[src/rtl/irda_dec_pkg.sv]
package irda_dec_pkg;

    // IDLE: line released high, HOLD: one-shot running, line low
    typedef enum logic {
        ST_IDLE = 1'b0,
        ST_HOLD = 1'b1
    } dec_state_t;

    // Bit period in clock cycles, rounded to nearest
    function automatic int unsigned bit_cycles(input int unsigned clk_hz,
                                               input int unsigned baud);
        return (clk_hz + baud / 2) / baud;
    endfunction

endpackage

[src/rtl/irda_dec_sync.sv]
module irda_dec_sync #(
    parameter int   STAGES    = 2,
    parameter logic RST_LEVEL = 1'b0
) (
    input  logic clk,
    input  logic rst,
    input  logic din,
    output logic dout
);

    logic [STAGES-1:0] stage_q;

    generate
        if (STAGES == 1) begin : g_single
            always_ff @(posedge clk) begin
                if (rst) stage_q <= RST_LEVEL;
                else     stage_q <= din;
            end
        end else begin : g_chain
            always_ff @(posedge clk) begin
                if (rst) stage_q <= {STAGES{RST_LEVEL}};
                else     stage_q <= {stage_q[STAGES-2:0], din};
            end
        end
    endgenerate

    assign dout = stage_q[STAGES-1];

endmodule

[src/rtl/irda_dec_edge.sv]
module irda_dec_edge #(
    parameter logic RST_LEVEL = 1'b0
) (
    input  logic clk,
    input  logic rst,
    input  logic level,
    output logic fall
);

    logic prev_q;

    always_ff @(posedge clk) begin
        if (rst) prev_q <= RST_LEVEL;
        else     prev_q <= level;
    end

    // one-cycle pulse on a high-to-low change of the synchronized level
    assign fall = prev_q & ~level;

endmodule

[src/rtl/irda_dec_oneshot.sv]
module irda_dec_oneshot
    import irda_dec_pkg::*;
#(
    parameter int unsigned BIT_CYCLES = 16,
    parameter int          CNT_W      = 4
) (
    input  logic             clk,
    input  logic             rst,
    input  logic             trig,
    output logic             line,
    output logic             busy,
    output logic [CNT_W-1:0] cnt
);

    localparam logic [CNT_W-1:0] LOAD = CNT_W'(BIT_CYCLES - 1);

    dec_state_t       state_q, state_d;
    logic [CNT_W-1:0] cnt_q, cnt_d;

    // next-state: arm, retrigger, count, expire
    always_comb begin
        state_d = state_q;
        cnt_d   = cnt_q;
        unique case (state_q)
            ST_IDLE: begin
                if (trig) begin
                    state_d = ST_HOLD;         // arm
                    cnt_d   = LOAD;
                end
            end
            ST_HOLD: begin
                if (trig) begin
                    cnt_d = LOAD;              // retrigger
                end else if (cnt_q == '0) begin
                    state_d = ST_IDLE;         // expire
                end else begin
                    cnt_d = cnt_q - 1'b1;      // count
                end
            end
        endcase
    end

    // state register
    always_ff @(posedge clk) begin
        if (rst) begin
            state_q <= ST_IDLE;
            cnt_q   <= '0;
        end else begin
            state_q <= state_d;
            cnt_q   <= cnt_d;
        end
    end

    // outputs from state
    always_comb begin
        unique case (state_q)
            ST_IDLE: begin line = 1'b1; busy = 1'b0; end
            ST_HOLD: begin line = 1'b0; busy = 1'b1; end
        endcase
        cnt = cnt_q;
    end

endmodule

[src/rtl/irda_rx_decoder.sv]
module irda_rx_decoder #(
    parameter int unsigned CLK_HZ      = 50_000_000,
    parameter int unsigned BAUD        = 115_200,
    parameter int          SYNC_STAGES = 2
) (
    input  logic clk,
    input  logic rst,
    input  logic irda_rx,
    output logic uart_rx
);

    localparam int unsigned BIT_CYCLES = irda_dec_pkg::bit_cycles(CLK_HZ, BAUD);
    localparam int          CNT_W      = (BIT_CYCLES > 2) ? $clog2(BIT_CYCLES) : 1;

    logic             sync_w;
    logic             fall_w;
    logic             busy_w;
    logic [CNT_W-1:0] cnt_w;

    irda_dec_sync #(
        .STAGES    (SYNC_STAGES),
        .RST_LEVEL (1'b0)
    ) u_sync (
        .clk  (clk),
        .rst  (rst),
        .din  (irda_rx),
        .dout (sync_w)
    );

    irda_dec_edge #(
        .RST_LEVEL (1'b0)
    ) u_edge (
        .clk   (clk),
        .rst   (rst),
        .level (sync_w),
        .fall  (fall_w)
    );

    irda_dec_oneshot #(
        .BIT_CYCLES (BIT_CYCLES),
        .CNT_W      (CNT_W)
    ) u_shot (
        .clk  (clk),
        .rst  (rst),
        .trig (fall_w),
        .line (uart_rx),
        .busy (busy_w),
        .cnt  (cnt_w)
    );

endmodule

[config.mk]
export PLATFORM = sky130hd
export DESIGN_NAME = irda_rx_decoder
export DESIGN_NICKNAME = d
export VERILOG_FILES = /design/src/rtl/irda_dec_pkg.sv /design/src/rtl/irda_dec_sync.sv /design/src/rtl/irda_dec_edge.sv /design/src/rtl/irda_dec_oneshot.sv /design/src/rtl/irda_rx_decoder.sv
export SDC_FILE = /design/constraint.sdc
export NUM_CORES = 1
export LEC_CHECK = 0
export ABC_AREA = 1
export BUFFER_PORTS_ARGS = -buffer_cell sky130_fd_sc_hd__buf_2
export CORE_MARGIN = 2
export CORE_UTILIZATION = 40
export CTS_CLUSTER_SIZE = 16
export DETAILED_ROUTE_END_ITERATION = 8
export GPL_TIMING_DRIVEN = 0
export PLACE_DENSITY = 0.67
export SLEW_MARGIN = 5
export SYNTH_ARGS = -nofsm -noshare
export SYNTH_HDL_FRONTEND = slang
export SYNTH_SLANG_ARGS = --single-unit
[constraint.sdc]
create_clock -name clk -period 2.95 [get_ports clk]
set_input_delay 0.1475 -clock clk [delete_from_list [all_inputs] [get_ports clk]]
set_output_delay 0.1475 -clock clk [all_outputs]
set_load 0.05 [all_outputs]
* Yosys cells after proc, flatten, opt, wreduce, memory -nomap -nowiden
Index checks and enable logic that the tools add are counted.
** Storage, ports and cells
- Input bits :: 3
- Logic and storage cells :: 21
- Bits in registers :: 13
- Output and inout port bits :: 1
** Operators by class
- Add/subtract/negate cells :: 1
- Muxes and demuxes :: 9
- Eq/ne operators :: 2
- Bitwise logic cells :: 3
- Reductions and logical operators :: 2
** Operators with widths (number)
- $mux 9 :: 3
- $pmux 9 s2 :: 1
- $logic_not 9->1 :: 1
- $sub 9x1->9 const B :: 1
- $pmux 1 s2 :: 2
- $mux 1 :: 3
- $ne 3x3->1 const B :: 1
- $ne 2x2->1 const B :: 1
- $not 1->1 :: 2
- $reduce_and 2->1 :: 1
- $and 1x1->1 :: 1

* Depth between registers and ports, before layout
- Depth in word-level cells :: 4
- Depth in mapped cells :: 10
- Mapped depth without buffers :: 10

* Modules after synthesis
Synthesis repeated with hierarchy kept, for this count alone.
** Unflattened totals
- Cell total of the unflattened synthesis :: 99
- Area total of the unflattened synthesis :: 694.4 um^2
** By module, submodules not included
- irda_dec_oneshot :: sequential area each 200.2 um^2, instances 1, cells each 88, area an instance 601.8 um^2
- irda_dec_sync :: sequential area each 40.0 um^2, instances 1, cells each 6, area an instance 55.1 um^2
- irda_dec_edge :: sequential area each 20.0 um^2, instances 1, cells each 5, area an instance 37.5 um^2

* Worst setup path before layout
OpenSTA, ideal clock, no wires.
- Path type :: register -> register
- Start :: register u_shot.cnt_q[0] (netlist: u_shot.cnt[0])
- End :: register u_shot.cnt_q[6] (netlist: u_shot.cnt[6])
- Clock period less this slack :: 1.341 ns
- Setup time :: 0.114 ns
- Buffers on the path :: 0
- Path slack :: 1.609 ns
- Data arrival time :: 1.228 ns
- Cell stages (with the launch flop) :: 10
- Data required time :: 2.836 ns
- Path through :: dfxtp_1 > inv_1 > ha_1 > nand2_4 > nor2_4 > nand3_4 > nand2_4 > nand2_4 > a21oi_1 > nor2_1
** On the way
- Word-level cells in the longest chain between the ends :: 4
- Elaborated cells on any way between the ends :: 7
- Those cells by class :: 1 x add/sub; 1 x eq/ne; 3 x mux; 2 x reduce/logical
** RTL lines
- from (decl) :: line irda_dec_oneshot.sv:18 : logic [CNT_W-1:0] cnt_q, cnt_d;
- from (signal assigned) :: line irda_dec_oneshot.sv:50 : cnt_q <= cnt_d;
- $sub 9x1->9 :: line irda_dec_oneshot.sv:37 : cnt_d = cnt_q - 1'b1;
- $mux 9 :: line irda_dec_oneshot.sv:34 : end else if (cnt_q == '0) begin
- $mux 9 :: line irda_dec_oneshot.sv:32 : if (trig) begin
- $pmux 9 s2 :: line irda_dec_oneshot.sv:24 : unique case (state_q)
Several ways; a longest one is shown, not always the timed one. The select of a mux whose other input is x is not followed.
A chain may end at the register's enable or synchronous reset.

* Worst setup path after layout
- Start :: register u_shot.cnt_q[0] (netlist: u_shot.cnt[0])
- End :: register u_shot.cnt_q[5] (netlist: u_shot.cnt[5])
Same word-level chain as after synthesis.

==> impl_metrics.yaml <==
worst_hold_path:
  min_to: "u_sync.stage_q[0]$_SDFF_PP0_"
  min_path_cells: 3
  hold_start: "irda_rx"
  min_path_type: "in2reg"
floorplanning:
  boundaryPins: 4
  rows: 14
  die_y_um: 45.52
  fp.dieArea_mm2: 0.002072
  die_w_um: 45.52
  initial_core_util_pct: 44.22
  coreArea_mm2: 0.001559
logic_synthesis:
  synthSimpleGateAreaFrac_pct: 39.20
  syn_area_um2: 689.4
  synth_compound_area_share_pct: 9.074
  synth_xor_xnor_area_share_pct: 1.270
  avgSynthCellArea_um2: 7.181
  synth_top_area_share_pct: 37.75
  synth_cell_type_count: 20
  synthTopCellsByArea: "dfxtp_1, nor2_1, inv_1, nand3_1, nand2_1"
  ys_ff_latch: 13
  synth_top_family_by_area: "simple AND/OR/NAND/NOR gates"
  syn-num-nets: 100
  syn_inst: 96
  ys_seq_area_share_pct: 37.75
  synth_fa_ha_area_share_pct: 1.815
  yosysTopAreaCell: "dfxtp_1"
  yosysWarnings: 0
  muxShareOfSynthArea_pct: 0
run_status:
  status: "finished clean"
pwr:
  power_uw: 349.5
  p_leak_nw: 0.3577
  peakVddDrop_mv: 0.2278
  p_per_area_mw_per_mm2: 468.6
final_layout:
  final_net_count: 107
  multi_input_area_um2: 354.1
  drive_above_1_share_pct: 18.63
  antenna_cells: 0
  area.sequential_um2: 260.3
  fillers: 159
  synthToLayoutAreaGrowth_pct: 8.167
critical_path:
  reg2reg_from: "u_shot.cnt[0]$_SDFFE_PP0P_"
  worstPathCellList: "inv_1 -> ha_1 -> nand2_4 -> nor2_4 -> nand3_4 -> nand2_4 -> nand2_4 -> o21ai_1 -> nor2_1"
  cp_data_arrival_time_ns: 1.68
  reg2reg_to: "u_shot.cnt[5]$_SDFFE_PP0P_"
  critical_path_class: "reg2reg"
  cp-start-kind: "flip-flop"
  r2r_cells: 9
  crit_top_cell: "nand2_4"
  crit_buf_inv: 1
  cp_max_fo: 8
  r2r_setup_slack_ns: 1.44
  cp.required_ns: 3.12
  cpPeakStageDelay_ns: 0.32
  critPathCaptureType: "flip-flop"
  crit_family: "simple AND/OR/NAND/NOR gates"
  slowest_stage: "dfxtp_1"
cts:
  path_clk_slew_ns: 0.08
  numCtsBuffers: 3
  htreeDepth: 1
  postCtsSetupBuffers: 0
  clock_sinks: 13
  cts_hold_buf: 0
  insertion_delay_ns: 0.28
  cts_buffer_depth: 2
  post_cts_resized: 0
  cts_tree: "yes"
  root_buffer: "clkbuf_4"
sta:
  period_share_pct: 51.05
  setup_viol_count_final: 0
  fin_tns_setup_ns: 0
  fmax_mhz: 664.0
  rsz0062_at_grt: "false"
  maxSlewHeadroom_pct: 83.96
  skew_ns: 0.009143
  fin_crit_ns: 1.506
  hold_viol: 0
  tightest_slew_ns: 0.2398
  timing.final.max_slew_violations: 0
detailed_routing:
  wl_per_cell_um: 11.34
  totalWireLength_um: 1338
  ant_nets: 0
  drc: 0
  vias: 613
  drt_pass1_iterations: 4
  viasPerCell: 5.195
  drtIter0Drc: 13
global_routing:
  grt_usage_pct: 15.55
  grt_max_degree: 11
  grt_pass1_wl_um: 2249
  antenna_found_initial: 0
  grt-ovfl-total: 0
  grt_pass1_vias: 537
placed_design:
  hpwl_um: 971.2
  portBuffers: 2
  gp_congestion: 0.8062
job:
  cap_viol_max_count: 0
## report_power, final
group	internal, mW	total (mW)	leakage, nW	switching, mW
combinational	0.0196	0.0531	0.237	0.0335
clock	0.0525	0.110	0.0150	0.0579
sequential	0.181	0.186	0.106	0.00456
total	0.253	0.349	0.358	0.0960
## layout by cell type, fill, tap and decap left out, types with 3 or more instances in the layout
cell / n
nor3_1: 3
nand2_4: 3
inv_1: 14
dfxtp_1: 13
nand3_1: 9
inv_2: 4
clkbuf_4: 3
o21ai_0: 4
a21oi_1: 4
nand2_1: 11
nor2_1: 16
## synth_stat cells
| cell type | count |
|---|---|
| xor2_1 | 1 |
| nand3_1 | 9 |
| dfxtp_1 | 13 |
| a31oi_1 | 2 |
| nor2_4 | 2 |
| nand4_1 | 2 |
| a21oi_1 | 4 |
| o21ai_1 | 2 |
| nand2_1 | 11 |
| inv_2 | 4 |
| o21ai_0 | 4 |
| buf_4 | 1 |
| nand2_2 | 2 |
| inv_1 | 14 |
| nor2_1 | 16 |
| nor3_2 | 1 |
| nand2_4 | 3 |
| ha_1 | 1 |
| nand3_4 | 1 |
| nor3_1 | 3 |
## worst max path at each step
stage | startpoint | to | slack [ns] | cells past startpoint
after global placement | u_shot.cnt[0]$_SDFFE_PP0P_ | u_shot.cnt[6]$_SDFFE_PP0P_ | 1.48 | 9
after detailed placement | u_shot.cnt[0]$_SDFFE_PP0P_ | u_shot.cnt[4]$_SDFFE_PP0P_ | 1.46 | 9
after CTS | u_shot.cnt[0]$_SDFFE_PP0P_ | u_shot.cnt[4]$_SDFFE_PP0P_ | 1.44 | 9
after global routing | u_shot.cnt[0]$_SDFFE_PP0P_ | u_shot.cnt[5]$_SDFFE_PP0P_ | 1.36 | 9
final | u_shot.cnt[0]$_SDFFE_PP0P_ | u_shot.cnt[5]$_SDFFE_PP0P_ | 1.44 | 9
after floorplan | u_shot.cnt[0]$_SDFFE_PP0P_ | u_shot.cnt[6]$_SDFFE_PP0P_ | 1.61 | 9
## cell type report
type,instances,area share (%)
clock buffers,4,3.523
well taps,16,2.685
inverters,18,9.060
plain buffers,1,1.007
multi-input cells,64,47.48
flip-flops and latches,13,34.90
repair buffers,2,1.342
## registers in the layout, summed over array words and instances (netlist names)
name	flops
u_shot.cnt	9
u_shot.state_q	1
u_sync.stage_q	2
u_edge.prev_q	1
## through the flow
step	cells	worst slack (ns)	utilization, %	hold WS (ns)	cell area, um2
2_1_floorplan	96	1.609	-	0.2545	689.4
3_3_place_gp	114	1.483	46.15	0.3556	719.4
3_5_place_dp	114	1.455	46.15	0.3595	719.4
4_1_cts	118	1.440	47.83	0.06237	745.7
5_1_grt	118	1.358	47.83	0.06568	745.7
6_report	118	1.444	47.83	0.06000	745.7
## worst reg2reg max path: stages (launching register included)
cell     delay, ns
dfxtp_1       0.32
inv_1         0.12
ha_1          0.24
nand2_4       0.09
nor2_4        0.13
nand3_4       0.11
nand2_4       0.11
nand2_4       0.09
o21ai_1       0.15
nor2_1        0.05
## cells by family (layout without fill, tap and decap cells)
logic type      count (synthesis)  count (layout)
xor+xnor                        1               1
compound gates                 12              12
flops                          13              13
simple gates                   50              50
buf+inv                        19              25
fa+ha+maj                       1               1
## per-layer routing
layer | GRT usage (%) | up-vias | wire length (um) | part of all wire (%)
met5 | 0 | - | 0 | 0
met4 | 10.59 | 0 | 39 | 2.9
met3 | 3.571 | 5 | 51 | 3.8
met2 | 24.79 | 15 | 583 | 44
met1 | 18.29 | 274 | 663 | 50
li1 | - | 319 | - | -
No activity file was read; power rests on OpenSTA's default activity.
